### config.mk
export PLATFORM = sky130hd
export DESIGN_NAME = pcm_serial_port
export DESIGN_NICKNAME = d
export VERILOG_FILES = /design/src/rtl/pcm_port_pkg.sv /design/src/rtl/pcm_frame_ctrl.sv /design/src/rtl/pcm_rx_shift.sv /design/src/rtl/pcm_tx_shift.sv /design/src/rtl/pcm_serial_port.sv
export SDC_FILE = /design/constraint.sdc
export NUM_CORES = 1
export LEC_CHECK = 0
export BUFFER_PORTS_ARGS = -buffer_cell sky130_fd_sc_hd__buf_2
export CORE_MARGIN = 5
export CORE_UTILIZATION = 60
export CTS_CLUSTER_DIAMETER = 150
export DETAILED_ROUTE_END_ITERATION = 10
export PLACE_DENSITY = 0.81
export SLEW_MARGIN = 20
export SYNTH_ARGS = -nofsm -noshare
export SYNTH_HDL_FRONTEND = slang
export SYNTH_HIERARCHICAL = 1
export SYNTH_SLANG_ARGS = --single-unit
### constraint.sdc
create_clock -name clk_i -period 3.35 [get_ports clk_i]
set_input_delay 0.67 -clock clk_i [delete_from_list [all_inputs] [get_ports clk_i]]
set_output_delay 0.67 -clock clk_i [all_outputs]
set_load 0.02 [all_outputs]
### src/rtl/pcm_port_pkg.sv
package pcm_port_pkg;
  function automatic int unsigned idx_w(int unsigned n);
    return (n <= 2) ? 1 : $clog2(n);
  endfunction
endpackage

### src/rtl/pcm_frame_ctrl.sv
module pcm_frame_ctrl #(
  parameter int unsigned WORD_W = 14
) (
  input  logic clk_i,
  input  logic rst_ni,
  input  logic fsync_i,
  output logic start_o,
  output logic busy_o,
  output logic last_o
);
  localparam int unsigned SLOT_W = pcm_port_pkg::idx_w(WORD_W);
  localparam logic [SLOT_W-1:0] LAST_SLOT = SLOT_W'(WORD_W - 1);

  logic              fs_prev_q;
  logic              busy_q;
  logic [SLOT_W-1:0] slot_q;

  // rising edge of the falling-edge-sampled frame sync
  assign start_o = fsync_i & ~fs_prev_q;
  assign busy_o  = busy_q;
  assign last_o  = busy_q & (slot_q == LAST_SLOT);

  always_ff @(negedge clk_i or negedge rst_ni) begin
    if (!rst_ni) begin
      fs_prev_q <= 1'b0;
      busy_q    <= 1'b0;
      slot_q    <= '0;
    end else begin
      fs_prev_q <= fsync_i;
      if (start_o) begin
        busy_q <= 1'b1;
        slot_q <= '0;
      end else if (busy_q) begin
        if (slot_q == LAST_SLOT) begin
          busy_q <= 1'b0;
          slot_q <= '0;
        end else begin
          slot_q <= slot_q + 1'b1;
        end
      end
    end
  end

  a_r1_start_arms: assert property (@(negedge clk_i) disable iff (!rst_ni)
    start_o |=> (busy_q && slot_q == '0));
  a_r2_slot_bound: assert property (@(negedge clk_i) disable iff (!rst_ni)
    busy_q |-> (slot_q <= LAST_SLOT));
endmodule

### src/rtl/pcm_rx_shift.sv
module pcm_rx_shift #(
  parameter int unsigned WORD_W = 14
) (
  input  logic              clk_i,
  input  logic              rst_ni,
  input  logic              busy_i,
  input  logic              last_i,
  input  logic              sdi_i,
  output logic [WORD_W-1:0] word_o,
  output logic              valid_o
);
  logic [WORD_W-1:0] sh_q;
  logic [WORD_W-1:0] sh_next;

  assign sh_next = {sh_q[WORD_W-2:0], sdi_i};

  always_ff @(negedge clk_i or negedge rst_ni) begin
    if (!rst_ni) begin
      sh_q    <= '0;
      word_o  <= '0;
      valid_o <= 1'b0;
    end else begin
      valid_o <= 1'b0;
      if (busy_i) begin
        sh_q <= sh_next;
        if (last_i) begin
          word_o  <= sh_next;
          valid_o <= 1'b1;
        end
      end
    end
  end

  a_r6_valid_pulse: assert property (@(negedge clk_i) disable iff (!rst_ni)
    valid_o |=> !valid_o);
  a_r6_valid_after_frame: assert property (@(negedge clk_i) disable iff (!rst_ni)
    $rose(valid_o) |-> $past(busy_i));
endmodule

### src/rtl/pcm_tx_shift.sv
module pcm_tx_shift #(
  parameter int unsigned WORD_W = 14
) (
  input  logic              clk_i,
  input  logic              rst_ni,
  input  logic              load_i,
  input  logic [WORD_W-1:0] load_word_i,
  input  logic              busy_i,
  output logic [WORD_W-1:0] sh_o,
  output logic              sdo_o
);
  logic [WORD_W-1:0] sh_q;

  assign sh_o = sh_q;

  always_ff @(negedge clk_i or negedge rst_ni) begin
    if (!rst_ni)     sh_q <= '0;
    else if (load_i) sh_q <= load_word_i;
    else if (busy_i) sh_q <= {sh_q[WORD_W-2:0], 1'b0};
  end

  // launch on rising edge, half a slot before the far end samples
  always_ff @(posedge clk_i or negedge rst_ni) begin
    if (!rst_ni) sdo_o <= 1'b0;
    else         sdo_o <= busy_i & sh_q[WORD_W-1];
  end
endmodule

### src/rtl/pcm_serial_port.sv
module pcm_serial_port #(
  parameter int unsigned WORD_W = 14
) (
  input  logic              clk_i,
  input  logic              rst_ni,
  input  logic              fsync_i,
  input  logic              sdi_i,
  output logic              sdo_o,
  input  logic [WORD_W-1:0] tx_sample_i,
  input  logic              loop_en_i,
  output logic [WORD_W-1:0] rx_sample_o,
  output logic              rx_valid_o
);
  logic              start;
  logic              busy;
  logic              last;
  logic [WORD_W-1:0] tx_sh;
  logic [WORD_W-1:0] tx_word;

  // rx_sample_o doubles as the loopback holding register
  assign tx_word = loop_en_i ? rx_sample_o : tx_sample_i;

  pcm_frame_ctrl #(.WORD_W(WORD_W)) u_ctrl (
    .clk_i   (clk_i),
    .rst_ni  (rst_ni),
    .fsync_i (fsync_i),
    .start_o (start),
    .busy_o  (busy),
    .last_o  (last)
  );

  pcm_rx_shift #(.WORD_W(WORD_W)) u_rx (
    .clk_i   (clk_i),
    .rst_ni  (rst_ni),
    .busy_i  (busy),
    .last_i  (last),
    .sdi_i   (sdi_i),
    .word_o  (rx_sample_o),
    .valid_o (rx_valid_o)
  );

  pcm_tx_shift #(.WORD_W(WORD_W)) u_tx (
    .clk_i       (clk_i),
    .rst_ni      (rst_ni),
    .load_i      (start),
    .load_word_i (tx_word),
    .busy_i      (busy),
    .sh_o        (tx_sh),
    .sdo_o       (sdo_o)
  );

  a_r3_idle_low: assert property (@(posedge clk_i) disable iff (!rst_ni)
    !busy |=> !sdo_o);
  a_r7_loop_load: assert property (@(negedge clk_i) disable iff (!rst_ni)
    (start && loop_en_i) |=> (tx_sh == $past(rx_sample_o)));
endmodule

### Word-level counts from Yosys, hierarchy flattened

Index checks and enable logic that the tools add are counted.

| storage, ports and cells | value |
|---|---|
| register bits after elaboration | 49 |
| output and inout port bits | 16 |
| logic and storage cells | 27 |

| operators by class | value |
|---|---|
| $add $sub $neg | 1 |
| eq/ne operators | 1 |
| muxes and demuxes | 11 |
| bitwise gates (word level) | 4 |
| reductions and logical operators | 2 |

Operators by type and width:

| kind | number |
|---|---|
| $mux 14 | 3 |
| $mux 4 | 3 |
| $mux 1 | 5 |
| $add 4x1->4 const B | 1 |
| $eq 4x4->1 const B | 1 |
| $and 1x1->1 | 3 |
| $reduce_and 2->1 | 1 |
| $reduce_bool 2->1 | 1 |
| $not 1->1 | 1 |

### Depth between registers and ports, before layout

Gate-level depths: netlist of run 1.

| logic depth | value |
|---|---|
| word-level depth | 4 |
| mapped depth | 7 |

### Modules after synthesis

The synthesis of run 1 kept the hierarchy.

By module, submodules not included:

| module | instances | cells each | area each (sq um) | seq. area each (sq um) |
|---|---|---|---|---|
| pcm_rx_shift | 1 | 60 | 1079.8 | 700.7 |
| pcm_tx_shift | 1 | 63 | 688.2 | 375.4 |
| pcm_frame_ctrl | 1 | 31 | 314.1 | 150.1 |
| pcm_serial_port | 1 | 15 | 168.9 | 0.0 |

==> results of run 1 <==
## stage by stage
stage,cells,hold WS [ps]
final,252,338
after detailed placement,243,466
after floorplan,169,374
after global routing,252,354
after CTS,251,345
after global placement,243,448
## how the worst max path moves through the flow
stage | endpoint | cells past startpoint | slack [ps] | startpoint
global route | rx_sample_o[9] | 1 | 7 | u_rx/word_o[9]
floorplan | u_tx/sh_o[4] | 5 | 110 | fsync_i
finish | rx_sample_o[2] | 1 | 40 | u_rx/word_o[2]
detailed placement | u_tx/sh_o[1] | 4 | -20 | loop_en_i
CTS | rx_sample_o[9] | 1 | 20 | u_rx/word_o[9]
global placement | u_tx/sh_o[0] | 4 | 70 | loop_en_i
## flip-flops by register name, summed over array words and instances (netlist names)
register	count
u_ctrl/busy_o	1
u_rx/word_o	14
u_ctrl/slot_q	4
u_tx/sh_o	14
u_tx/sdo_o	1
u_rx/sh_q	13
u_rx/valid_o	1
u_ctrl/fs_prev_q	1
## final cells by class
cell class	instances	area share (%)
sequential	49	48.0
timing repair buffer	38	8.81
clock inverter	1	0.294
multi-input combinational	107	36.0
inverter	2	0.294
tap	48	2.35
clock buffer	7	4.21
## synthesized netlist by cell type
library cell	n
dfrtn_1	48
mux2_2	32
nand2_1	15
mux2i_1	13
mux2_4	9
o21ai_1	8
o21ai_0	7
a21oi_1	4
buf_6	4
buf_2	3
buf_4	2
ha_1	2
inv_1	2
nand2b_1	2
nor2b_1	2
a21o_1	1
a2bb2oi_1	1
and2_1	1
and2_2	1
and3_1	1
buf_12	1
clkbuf_1	1
dfrtp_1	1
nand2_2	1
nand2_4	1
nand3_1	1
nand3b_1	1
nor2_1	1
nor3_1	1
o211a_1	1
or3_1	1
## cells by family (layout without fill, tap and decap cells)
logic type | Yosys count | count (layout) | share of synthesized area [%]
mux | 54 | 54 | 27.8
flops | 49 | 49 | 54.5
simple gates | 29 | 29 | 6.50
compound gates | 22 | 22 | 5.39
buf+inv | 13 | 48 | 4.72
fa+ha+maj | 2 | 2 | 1.11
## metal layers
metal	GRT usage, %	part of all wire (%)	wire, um	vias to the layer above
met5	0	0	0	-
met1	22.9	41	1720	687
li1	-	-	-	655
met4	6.89	1.8	76	0
met3	4.77	3.5	145	8
met2	30.1	54	2240	18
## power breakdown
group	total, mW	internal (mW)	switching (mW)
logic	0.546	0.281	0.265
registers	0.956	0.804	0.152
clock network	0.407	0.213	0.195
total	1.91	1.30	0.611
==> flow_summary.json, run 1 <==
{
  "status": "finished clean",
  "pin_count": 35,
  "cts.sinks": 49,
  "clk_path_buf_depth": 2,
  "endpoint_kind": "output pin",
  "avgSynthCellArea_um2": 13.3,
  "max_slew_margin_pct": 67.7,
  "slowest_stage": "dfrtn_1",
  "drive_gt1_share_pct": 44.6,
  "dieArea_um2": 5080,
  "grt_first_pass_wirelength_um": 7130,
  "synthCells": 169,
  "worst_slew_pin_slew_ps": 485,
  "yosys_warnings": 6,
  "pre_cts_ws_ps": -16.4,
  "htreeDepth": 2,
  "grt_setup_unrepaired": "no",
  "cp.arrival_ps": 2640,
  "place_congestion": 0.756,
  "fin_nets": 224,
  "setup_violations": 0,
  "totalWireLength_um": 4190,
  "initial_core_util_pct": 61.5,
  "row_count": 22,
  "slew_violations": 0,
  "clkSlewWorstSetupHoldPaths_ps": 90,
  "powerDensity_nw_per_um2": 747,
  "antenna_cells": 0,
  "wl_per_cell_um": 16.6,
  "final_common_cell": "dfrtn_1",
  "path_max_fanout": 3,
  "setup_ws_ps": 41.0,
  "crit_type": "reg -> out",
  "clockRootBuffer": "clkbuf_8",
  "tns_ps": 0,
  "fp.dieW_um": 71.3,
  "core_um2": 3660,
  "cts_buffers": 5,
  "grt_max_degree": 50,
  "hold_viol": 0,
  "crit_family": "flip-flops",
  "cp_slowest_stage_delay_ps": 470,
  "multi_input_area_um2": 921,
  "ys_seq_area_share_pct": 54.5,
  "drtAntennaViolNets": 0,
  "syn_area_um2": 2250,
  "num_vias": 1368,
  "path_buf_inv": 1,
  "ff2ff_setup_slack_ps": 1050,
  "grtUsageTotal_pct": 18.2,
  "cap_violations": 0,
  "synth_cell_types": 31,
  "dr.pass1.iters": 4,
  "ys_ff_latch": 49,
  "fin_worst_skew_ps": 5.88,
  "r2r-start": "u_tx/sh_o[13]",
  "worstPathRequired_ps": 2680,
  "rr_worst_depth": 1,
  "startpoint_type": "flip-flop",
  "die_y_um": 71.3,
  "antenna_found_initial": 0,
  "drc": 0,
  "synthesis.nets": 190,
  "cts_hold_buf": 0,
  "place_area_um2": 2430,
  "cts_setup_buffers": 0,
  "insertion_delay_ps": 310,
  "syn2layout_area_growth_pct": 13.5,
  "dpl.hpwl_um": 2930,
  "synth.area.top_cells": "dfrtn_1 (53%), mux2_2 (16%), mux2_4 (6.0%)",
  "n_fill_cell": 264,
  "crit_chain": "buf_2",
  "post_cts_resized": 0,
  "grt_overflow": 0,
  "port_buffers": 34,
  "synth_top_cell_by_area": "dfrtn_1",
  "mostFrequentLayoutCells": "dfrtn_1 (48), buf_2 (34), mux2_2 (32), nand2_1 (15), mux2i_1 (13)",
  "synth_top_area_share_pct": 53.4,
  "fin_util_pct": 69.8,
  "hold_class": "in -> async",
  "stdcell_area_um2": 2550,
  "power_mw": 1.91,
  "cts_tree": "done",
  "vias_per_cell": 5.43,
  "first_iter_violations": 71,
  "cellLeakagePower_nw": 1.35,
  "vdd_drop_max_v": 0.000570,
  "register_area_um2": 1230,
  "grt_pass1_vias": 1463,
  "timing.rr.end": "u_tx/sdo_o"
}
Note: power is estimated with default switching activity, not from simulation.
==> inputs of run 2 (changes only) <==
Settings changed: CORE_UTILIZATION 60 to 56, PLACE_DENSITY 0.81 to 0.76.
Clock period 3.35 ns to 3.2 ns, I/O delays scaled along.
==> run 2 against run 1 <==
Sequential power grew 4.1%. Clock-buffer cell count is 1 lower. Final cell count grew 0.40%. Power up 4.7%. Sequential cell count unchanged. First-iteration DRC count down 14%. Register-to-register slack got worse by 80 ps. Global-route usage shrank 1.4 points. Critical path type unchanged. Largest cell class unchanged. Largest power group unchanged.
==> flow_summary.json, run 2 (synthesis gave the netlist of run 1 again) <==
{
  "fp.dieW_um": 73.4,
  "clk_path_buf_depth": 2,
  "fin_nets": 223,
  "grt_setup_unrepaired": "no",
  "crit_family": "flip-flops",
  "htreeDepth": 2,
  "antenna_cells": 0,
  "cts_setup_buffers": 0,
  "clockRootBuffer": "clkbuf_8",
  "vias_per_cell": 5.35,
  "cts_tree": "done",
  "initial_core_util_pct": 57.1,
  "port_buffers": 34,
  "startpoint_type": "flip-flop",
  "endpoint_kind": "output pin",
  "fin_util_pct": 65.1,
  "worst_slew_pin_slew_ps": 490,
  "stdcell_area_um2": 2560,
  "dieArea_um2": 5390,
  "powerDensity_nw_per_um2": 779,
  "core_um2": 3940,
  "grtUsageTotal_pct": 16.8,
  "status": "finished clean",
  "slew_violations": 0,
  "clkSlewWorstSetupHoldPaths_ps": 80,
  "place_area_um2": 2430,
  "insertion_delay_ps": 300,
  "drive_gt1_share_pct": 43.8,
  "mostFrequentLayoutCells": "dfrtn_1 (48), mux2_2 (32), buf_2 (28), nand2_1 (15), mux2i_1 (13)",
  "final_common_cell": "dfrtn_1",
  "cap_violations": 0,
  "tns_ps": 0,
  "grt_first_pass_wirelength_um": 6830,
  "antenna_found_initial": 0,
  "grt_max_degree": 50,
  "hold_viol": 0,
  "wl_per_cell_um": 15.9,
  "cp_slowest_stage_delay_ps": 450,
  "setup_violations": 0,
  "power_mw": 2.00,
  "drc": 0,
  "path_max_fanout": 3,
  "grt_pass1_vias": 1455,
  "dr.pass1.iters": 4,
  "cp.arrival_ps": 2530,
  "first_iter_violations": 61,
  "path_buf_inv": 1,
  "worstPathRequired_ps": 2560,
  "crit_type": "reg -> out",
  "die_y_um": 73.4,
  "vdd_drop_max_v": 0.000542,
  "hold_ws_ps": 300,
  "cellLeakagePower_nw": 1.34,
  "totalWireLength_um": 4020,
  "num_vias": 1354,
  "row_count": 23,
  "syn2layout_area_growth_pct": 14.0,
  "place_congestion": 0.780,
  "pin_count": 35,
  "drtAntennaViolNets": 0,
  "dpl.hpwl_um": 2880,
  "slowest_stage": "dfrtn_1",
  "crit_chain": "buf_2",
  "hold_class": "in -> async",
  "cts_buffers": 5,
  "grt_overflow": 0,
  "cts.sinks": 49,
  "fin_worst_skew_ps": 4.86,
  "max_slew_margin_pct": 67.3
}
run 2: changes by cell type in the layout (fill, tap and decap cells not counted):
cell        change
buf_2           -6
buf_4           +4
buf_6           +1
bufinv_16       +1
clkbuf_1        +1
clkbuf_16       -1
clkbuf_8        -1
clkinv_4        +1
clkinvlp_4      -1
run 2: path summary, 6_finish.rpt:
kind	slack, ps	endpoint	depth (start not counted)	startpoint
max	30	rx_sample_o[6]	1	u_rx/word_o[6]
min	300	u_tx/sdo_o	2	rst_ni
max reg2reg	970	u_tx/sdo_o	1	u_tx/sh_o[13]
min reg2reg	470	u_rx/sh_q[12]	1	u_rx/sh_q[12]
max in group asynchronous	1140	u_ctrl/slot_q[1]	2	rst_ni
min in group clk_i	470	u_rx/sh_q[12]	1	u_rx/sh_q[12]
run 2: metrics by stage:
| stage | worst slack [ps] | cells |
|---|---|---|
| final | 31.2 | 253 |
| after floorplan | 67.0 | 169 |
| after global routing | 0.104 | 253 |
| after CTS | 11.3 | 253 |
| after detailed placement | 8.95 | 245 |
| after global placement | 28.9 | 245 |
run 2: area by class of cell:
type	instances	area (um^2)
flip-flops and latches	49	1230
fillers	295	1380
well taps	50	62.6
clock buffers	6	72.6
clock inverters	2	38.8
multi-input cells	107	921
inverters	2	7.51
repair buffers	37	236
run 2: per-layer routing:
metal  track usage (%)  up-vias  part of all wire (%)
met3              3.56        7                   3.0
met5                 0        -                     0
met1              21.7      679                    43
li1                  -      648                     -
met4              8.25        0                   1.7
met2              26.8       20                    53
run 2: repair_timing:
item / CTS / global route
resized for setup: 0 / 7
endpoints found under the setup margin: 0 / 6
hold buffers: 0 / 0
run 2: power by group:
part | leakage [nW] | total (mW) | switching (mW) | internal [mW]
clock network | 0.0554 | 0.430 | 0.196 | 0.235
logic | 0.668 | 0.572 | 0.269 | 0.304
registers | 0.621 | 0.995 | 0.154 | 0.842
